### src/rtl/rdcap_pkg.sv
package rdcap_pkg;

  // Sequencing of one read: wait for latency, capture window, word delivery
  typedef enum logic [1:0] {
    ST_IDLE = 2'd0,
    ST_WAIT = 2'd1,
    ST_OPEN = 2'd2,
    ST_EMIT = 2'd3
  } rdcap_state_e;

endpackage

### src/rtl/rdcap_lat_timer.sv
module rdcap_lat_timer #(
  parameter int LAT_W = 4
) (
  input  logic             clk,
  input  logic             rst,
  input  logic             load,
  input  logic [LAT_W-1:0] load_val,
  output logic             expire
);

  logic [LAT_W-1:0] cnt;
  logic             run;

  // Counts half memory cycles; a zero setting never starts the timer
  always_ff @(posedge clk) begin
    if (rst) begin
      cnt <= '0;
      run <= 1'b0;
    end else if (load) begin
      cnt <= load_val;
      run <= (load_val != '0);
    end else if (run) begin
      if (cnt == LAT_W'(1)) run <= 1'b0;
      cnt <= cnt - 1'b1;
    end
  end

  assign expire = run && (cnt == LAT_W'(1));


  expire_once_chk: assert property (@(posedge clk) disable iff (rst)
    (expire && !load) |=> !expire);

endmodule

### src/rtl/rdcap_lane.sv
module rdcap_lane #(
  parameter int BEATS = 8,
  parameter int W     = 8
) (
  input  logic           clk,
  input  logic           rst,
  input  logic           clr,
  input  logic           win,
  input  logic           strobe,
  input  logic [W-1:0]   data,
  output logic [BEATS*W-1:0] store,
  output logic           full_next
);

  localparam int CNT_W = $clog2(BEATS + 1);

  logic             strobe_q;
  logic [CNT_W-1:0] cnt;
  logic             hit;
  logic             full;
  logic             take;

  // Previous level is tracked even while masked so the first edge in the window is real
  always_ff @(posedge clk) begin
    if (rst) strobe_q <= 1'b0;
    else     strobe_q <= strobe;
  end

  assign hit       = strobe ^ strobe_q;
  assign full      = (cnt == CNT_W'(BEATS));
  assign take      = win && hit && !full;
  assign full_next = full || (take && (cnt == CNT_W'(BEATS - 1)));

  always_ff @(posedge clk) begin
    if (rst || clr) cnt <= '0;
    else if (take)  cnt <= cnt + 1'b1;
  end

  for (genvar i = 0; i < BEATS; i++) begin : g_slot
    logic [W-1:0] slot;
    always_ff @(posedge clk) begin
      if (rst || clr)                        slot <= '0;
      else if (take && cnt == CNT_W'(i))     slot <= data;
    end
    assign store[i*W +: W] = slot;
  end


  masked_hold_chk: assert property (@(posedge clk) disable iff (rst)
    (!win && !clr) |=> $stable(cnt));

endmodule

### src/rtl/rdcap_top.sv
module rdcap_top
  import rdcap_pkg::*;
#(
  parameter int LANES   = 4,
  parameter int LANE_W  = 8,
  parameter int BURST   = 8,
  parameter int LAT_W   = 4,
  parameter int TIMEOUT = 16
) (
  input  logic                      clk,
  input  logic                      rst,
  input  logic                      rd_cmd,
  input  logic [LAT_W-1:0]          rd_lat,
  input  logic [LANES-1:0]          dqs,
  input  logic [LANES*LANE_W-1:0]   dq,
  output logic [2*LANES*LANE_W-1:0] word_out,
  output logic                      word_valid,
  output logic                      short_err
);

  localparam int BEAT_W = LANES * LANE_W;
  localparam int WORD_W = 2 * BEAT_W;
  localparam int WORDS  = BURST / 2;
  localparam int WIDX_W = (WORDS > 1) ? $clog2(WORDS) : 1;
  localparam int TO_W   = (TIMEOUT > 1) ? $clog2(TIMEOUT) : 1;

  rdcap_state_e      st;
  logic              pend;
  logic [LAT_W-1:0]  pend_lat;
  logic [TO_W-1:0]   tcnt;
  logic [WIDX_W-1:0] widx;

  logic              launch;
  logic [LAT_W-1:0]  launch_lat;
  logic              last_emit;
  logic              enter_open;
  logic              close;
  logic              all_full_next;
  logic              expire;
  logic [LANES-1:0]  lane_full_next;
  logic [BURST*LANE_W-1:0] lane_store [LANES];
  logic [WORD_W-1:0] word_sel;

  assign last_emit = (st == ST_EMIT) && (widx == WIDX_W'(WORDS - 1));

  // A held read takes precedence over a new one at the final delivery edge
  always_comb begin
    launch     = 1'b0;
    launch_lat = rd_lat;
    if (st == ST_IDLE && rd_cmd) begin
      launch = 1'b1;
    end else if (last_emit && (pend || rd_cmd)) begin
      launch     = 1'b1;
      launch_lat = pend ? pend_lat : rd_lat;
    end
  end

  assign enter_open    = (launch && launch_lat == '0) || (st == ST_WAIT && expire);
  assign all_full_next = &lane_full_next;
  assign close         = (st == ST_OPEN) &&
                         (all_full_next || tcnt == TO_W'(TIMEOUT - 1));

  rdcap_lat_timer #(.LAT_W(LAT_W)) u_timer (
    .clk      (clk),
    .rst      (rst),
    .load     (launch),
    .load_val (launch_lat),
    .expire   (expire)
  );

  for (genvar g = 0; g < LANES; g++) begin : g_lane
    rdcap_lane #(.BEATS(BURST), .W(LANE_W)) u_lane (
      .clk       (clk),
      .rst       (rst),
      .clr       (enter_open),
      .win       (st == ST_OPEN),
      .strobe    (dqs[g]),
      .data      (dq[g*LANE_W +: LANE_W]),
      .store     (lane_store[g]),
      .full_next (lane_full_next[g])
    );
  end

  // Beat pair selection: even beat to the low half, odd beat to the high half
  always_comb begin
    word_sel = '0;
    for (int l = 0; l < LANES; l++) begin
      word_sel[l*LANE_W +: LANE_W] =
        lane_store[l][(2*int'(widx))*LANE_W +: LANE_W];
      word_sel[BEAT_W + l*LANE_W +: LANE_W] =
        lane_store[l][(2*int'(widx) + 1)*LANE_W +: LANE_W];
    end
  end

  always_ff @(posedge clk) begin
    if (rst) begin
      st         <= ST_IDLE;
      tcnt       <= '0;
      widx       <= '0;
      word_out   <= '0;
      word_valid <= 1'b0;
      short_err  <= 1'b0;
    end else begin
      word_valid <= 1'b0;
      short_err  <= 1'b0;
      case (st)
        ST_IDLE: begin
          if (launch) st <= (launch_lat == '0) ? ST_OPEN : ST_WAIT;
        end
        ST_WAIT: begin
          if (expire) st <= ST_OPEN;
        end
        ST_OPEN: begin
          if (close) begin
            st        <= ST_EMIT;
            widx      <= '0;
            short_err <= !all_full_next;
          end else begin
            tcnt <= tcnt + 1'b1;
          end
        end
        ST_EMIT: begin
          word_valid <= 1'b1;
          word_out   <= word_sel;
          widx       <= widx + 1'b1;
          if (last_emit) begin
            if (launch) st <= (launch_lat == '0) ? ST_OPEN : ST_WAIT;
            else        st <= ST_IDLE;
          end
        end
        default: st <= ST_IDLE;
      endcase
      if (enter_open) tcnt <= '0;
    end
  end

  // Single pending slot
  always_ff @(posedge clk) begin
    if (rst) begin
      pend     <= 1'b0;
      pend_lat <= '0;
    end else if (last_emit) begin
      if (pend && rd_cmd) begin
        pend     <= 1'b1;
        pend_lat <= rd_lat;
      end else begin
        pend <= 1'b0;
      end
    end else if (rd_cmd && st != ST_IDLE && !pend) begin
      pend     <= 1'b1;
      pend_lat <= rd_lat;
    end
  end


  idle_no_pend_chk: assert property (@(posedge clk) disable iff (rst)
    (st == ST_IDLE) |-> !pend);


  err_pulse_chk: assert property (@(posedge clk) disable iff (rst)
    short_err |=> !short_err);


  err_before_words_chk: assert property (@(posedge clk) disable iff (rst)
    short_err |-> !word_valid);


  valid_src_chk: assert property (@(posedge clk) disable iff (rst)
    word_valid |-> $past(st == ST_EMIT));


  rst_quiet_chk: assert property (@(posedge clk) disable iff (rst)
    $past(rst) |-> (!word_valid && !short_err));

endmodule

### config.mk
export PLATFORM = sky130hd
export DESIGN_NAME = rdcap_top
export DESIGN_NICKNAME = d
export VERILOG_FILES = /design/src/rtl/rdcap_pkg.sv /design/src/rtl/rdcap_lat_timer.sv /design/src/rtl/rdcap_lane.sv /design/src/rtl/rdcap_top.sv
export SDC_FILE = /design/constraint.sdc
export NUM_CORES = 1
export LEC_CHECK = 0
export ABC_AREA = 1
export ABC_CLOCK_PERIOD_IN_PS = 2200
export BUFFER_PORTS_ARGS = -buffer_cell sky130_fd_sc_hd__buf_2
export CAP_MARGIN = 40
export CORE_MARGIN = 2
export CORE_UTILIZATION = 55
export DETAILED_ROUTE_END_ITERATION = 8
export PLACE_DENSITY = 0.84
export REMOVE_ABC_BUFFERS = 1
export SYNTH_ARGS = -nofsm -noshare
export SYNTH_HDL_FRONTEND = slang
export SYNTH_HIERARCHICAL = 1
export SYNTH_SLANG_ARGS = --single-unit
### constraint.sdc
create_clock -name clk -period 2.2 [get_ports clk]
set_clock_uncertainty 0.05 [all_clocks]
set_input_delay 0.55 -clock clk [delete_from_list [all_inputs] [get_ports clk]]
set_output_delay 0.55 -clock clk [all_outputs]
set_load 0.03 [all_outputs]
==> results.sh <==
export IMPL_firstDrtPassIters=5
export IMPL_ys_ff_latch=360
export IMPL_fin_ws_ps=22.19
export IMPL_rrSetupSlack_ps=20
export IMPL_async_flop_share_pct=0
export IMPL_cap_violations=0
export IMPL_ys_flop_type="dfxtp_1"
export IMPL_yosysWarnings=6
export IMPL_ys_types=34
export IMPL_clock_path_buffers=3
export IMPL_postPlaceCellArea_um2=18310
export IMPL_hold_violations=0
export IMPL_pre_cts_ws_ps=-44.19
export IMPL_syn_inst=2393
export IMPL_synth_area_top_cells="dfxtp_1 42%, nor2_1 16%, nand3_1 7.9%"
export IMPL_antenna_found_initial=4
export IMPL_grt_met1_usage_pct=31.85
export IMPL_grt_overflow=0
export IMPL_gp_congestion=0.8217
export IMPL_synth_edf_count=0
export IMPL_hpwlAfterDp_mm=26.81
export IMPL_fin_crit_sh_pct=98.99
export IMPL_worstMarginPinSlew_ps=724.9
export IMPL_grt_pass1_vias=15085
export IMPL_syn_cell_area_um2=17050
export IMPL_drc=0
export IMPL_tritoncts="yes"
export IMPL_grt_usage_pct=26.03
export IMPL_layout_min_cycle_time_ps=2178
export IMPL_htree_num_levels=2
export IMPL_antenna_left=0
export IMPL_yosysTopAreaCellShare_pct=42.28
export IMPL_drt_total_wl_mm=45.02
export IMPL_crit_fanout=11
export IMPL_port_buffers=108
export IMPL_yosysMostFrequentCell="nor2_1"
export IMPL_crit_chain="ha_4 -> nand3_4 -> buf_6 -> o21bai_1 -> nand2_2 -> nor2_4 -> nand3_2 -> nand2_2 -> buf_6 -> nor2_4 -> buf_4 -> clkbuf_16 -> nand2_1 -> nor2_1"
export IMPL_ir_worst_vdd_v=0.0005336
export IMPL_multi_input_area_um2=8668
export IMPL_core_um2=30590
export IMPL_chipWidth_um=180.1
export IMPL_cp_required_ps=2570
export IMPL_cts_made_buffers=39
export IMPL_path_delay_family="simple AND/OR/NAND/NOR gates"
export IMPL_start_kind="flop"
export IMPL_yosys_top_cells_count="705 x nor2_1, 360 x dfxtp_1, 323 x nand2_1"
export IMPL_num_io_pins=109
export IMPL_die_h_um=180.1
export IMPL_vias=16302
export IMPL_final_nets=2576
export IMPL_critPathBufInv=4
export IMPL_dr_first_iter_drc_count=1551
export IMPL_final_fill_count=2516
export IMPL_slew_viol_final=0
export IMPL_crit_type="reg2reg"
export IMPL_power_leakage_nw=8.596
export IMPL_drive_above_1_share_pct=15.70
export IMPL_setup_viol=0
export IMPL_cts_root_buf="clkbuf_16"
export IMPL_synth_seq_area_share_pct=42.28
export IMPL_finalInstanceArea_um2=19960
export IMPL_slew_headroom_pct=51.41
export IMPL_yosysTopAreaCell="dfxtp_1"
export IMPL_grt_max_degree=130
export IMPL_dieArea_um2=32420
export IMPL_p_total_mw=17.95
export IMPL_syn_avg_cell_area_um2=7.124
export IMPL_busiest_layer="met2"
export IMPL_viasPerCell=5.547
export IMPL_rows=64
export IMPL_numClockSinks=360
export IMPL_clk_latency_ps=520
export IMPL_hp_class="in2reg"
export IMPL_cellPowerDensity_nw_per_um2=899.3
export IMPL_critPathMaxStageDelay_ps=370
export IMPL_ff_latch_area_um2=7229
export IMPL_hold_worst_slack_ps=224.6
export IMPL_initial_core_util_pct=55.73
export IMPL_crit_path_end_kind="flop"
export IMPL_grt_pass1_wl_mm=71.77
export IMPL_clock_fmax_ghz=0.4592
export IMPL_crit_slowest_cell="dfxtp_4"
export IMPL_areaGrowthSynthToFinish_pct=17.06
export IMPL_status="finished, final reports clean"
export IMPL_met2_usage_pct=45.81
export IMPL_critPathArrivalTime_ps=2540
export IMPL_clkSlewWorstSetupHoldPaths_ps=60
export IMPL_use_met3_pct=4.305
export IMPL_finalSetupTns_ps=0
export IMPL_avgRoutedWirePerCell_um=15.32
export IMPL_rsz0062_at_grt="yes"
[what timing repair did]
action                     CTS  global route
buffers inserted             0             7
setup endpoints to repair   16           282
gates resized for setup      5            35
pin swaps                    0            12
cloned                       0             6
hold buffers                 0             0
[kinds of logic after synthesis]
family                     share of synthesized area (%)
AOI/OAI and AO/OA                                  8.749
xor gates and xnor gates                          0.3596
DFF                                                42.28
and+or+nand+nor                                    35.95
muxes                                              3.758
adders and majority gates                          1.468
buffers and inverters                              7.442
[layout make-up]
cell class,count,area share [%]
Multi-Input combinational cell,1726,43.44
Clock buffer,57,5.994
Clock inverter,12,0.7210
Antenna cell,2,0.02508
Tap cell,396,2.483
Timing Repair Buffer,193,7.474
Inverter,193,3.637
Sequential cell,360,36.23
[routing by layer]
metal  routed length [µm]  part of all wire [%]
met5                   26                 0.058
met4                 1304                   2.9
met3                 3602                   8.0
met2                22100                    49
met1                17990                    40
[final timing paths]
check,startpoint,end,cells after the start
setup / recovery,widx[1]$_SDFFE_PP0P_,g_lane[0].u_lane/g_slot[4].slot[0]$_SDFFE_PP0P_,14
hold / removal,dqs[0],g_lane[0].u_lane/strobe_q$_SDFF_PP0_,3
setup reg to reg,widx[1]$_SDFFE_PP0P_,g_lane[0].u_lane/g_slot[4].slot[0]$_SDFFE_PP0P_,14
hold reg to reg,g_lane[1].u_lane/g_slot[5].slot[2]$_SDFFE_PP0P_,g_lane[1].u_lane/g_slot[5].slot[2]$_SDFFE_PP0P_,2
[worst reg2reg max path: stages (launching register included)]
cell and delay, ps:
dfxtp_4 370, ha_4 160, nand3_4 90, buf_6 150, o21bai_1 190, nand2_2 110, nor2_4 120, nand3_2 100
nand2_2 110, buf_6 120, nor2_4 50, buf_4 170, clkbuf_16 160, nand2_1 70, nor2_1 40
[stage by stage]
stage / std cells / utilization, %
final: 2939 / 65.24
after global routing: 2939 / 65.24
after detailed placement: 2856 / 59.87
after floorplan: 2279 / -
after global placement: 2856 / 59.87
after CTS: 2925 / 64.30
[where the power goes]
| part | total [mW] | switching [mW] | internal (mW) |
|---|---|---|---|
| logic | 3.96 | 2.66 | 1.31 |
| registers | 7.21 | 0.271 | 6.94 |
| clock network | 6.77 | 2.65 | 4.12 |
[sequential cells by signal, indices dropped and copies added (netlist names)]
signal                     count
g_lane.u_lane/cnt             16
g_lane.u_lane/g_slot.slot    256
g_lane.u_lane/strobe_q         4
pend                           1
pend_lat                       4
short_err                      1
st                             2
tcnt                           4
u_timer/cnt                    4
u_timer/run                    1
widx                           2
word_out                      64
word_valid                     1
[cell usage in the layout, fill, tap and decap left out, drive strengths merged, types with 16 or more instances in the layout]
cell type	Yosys	final
nand2	329	329
nand3	284	284
ha	20	20
a21oi	16	16
nor2	763	763
buf	76	188
inv	193	193
dfxtp	360	360
o221ai	64	64
o21ai	154	154
mux2i	64	64
clkbuf	38	62
Power figures use the tool's default switching activity.
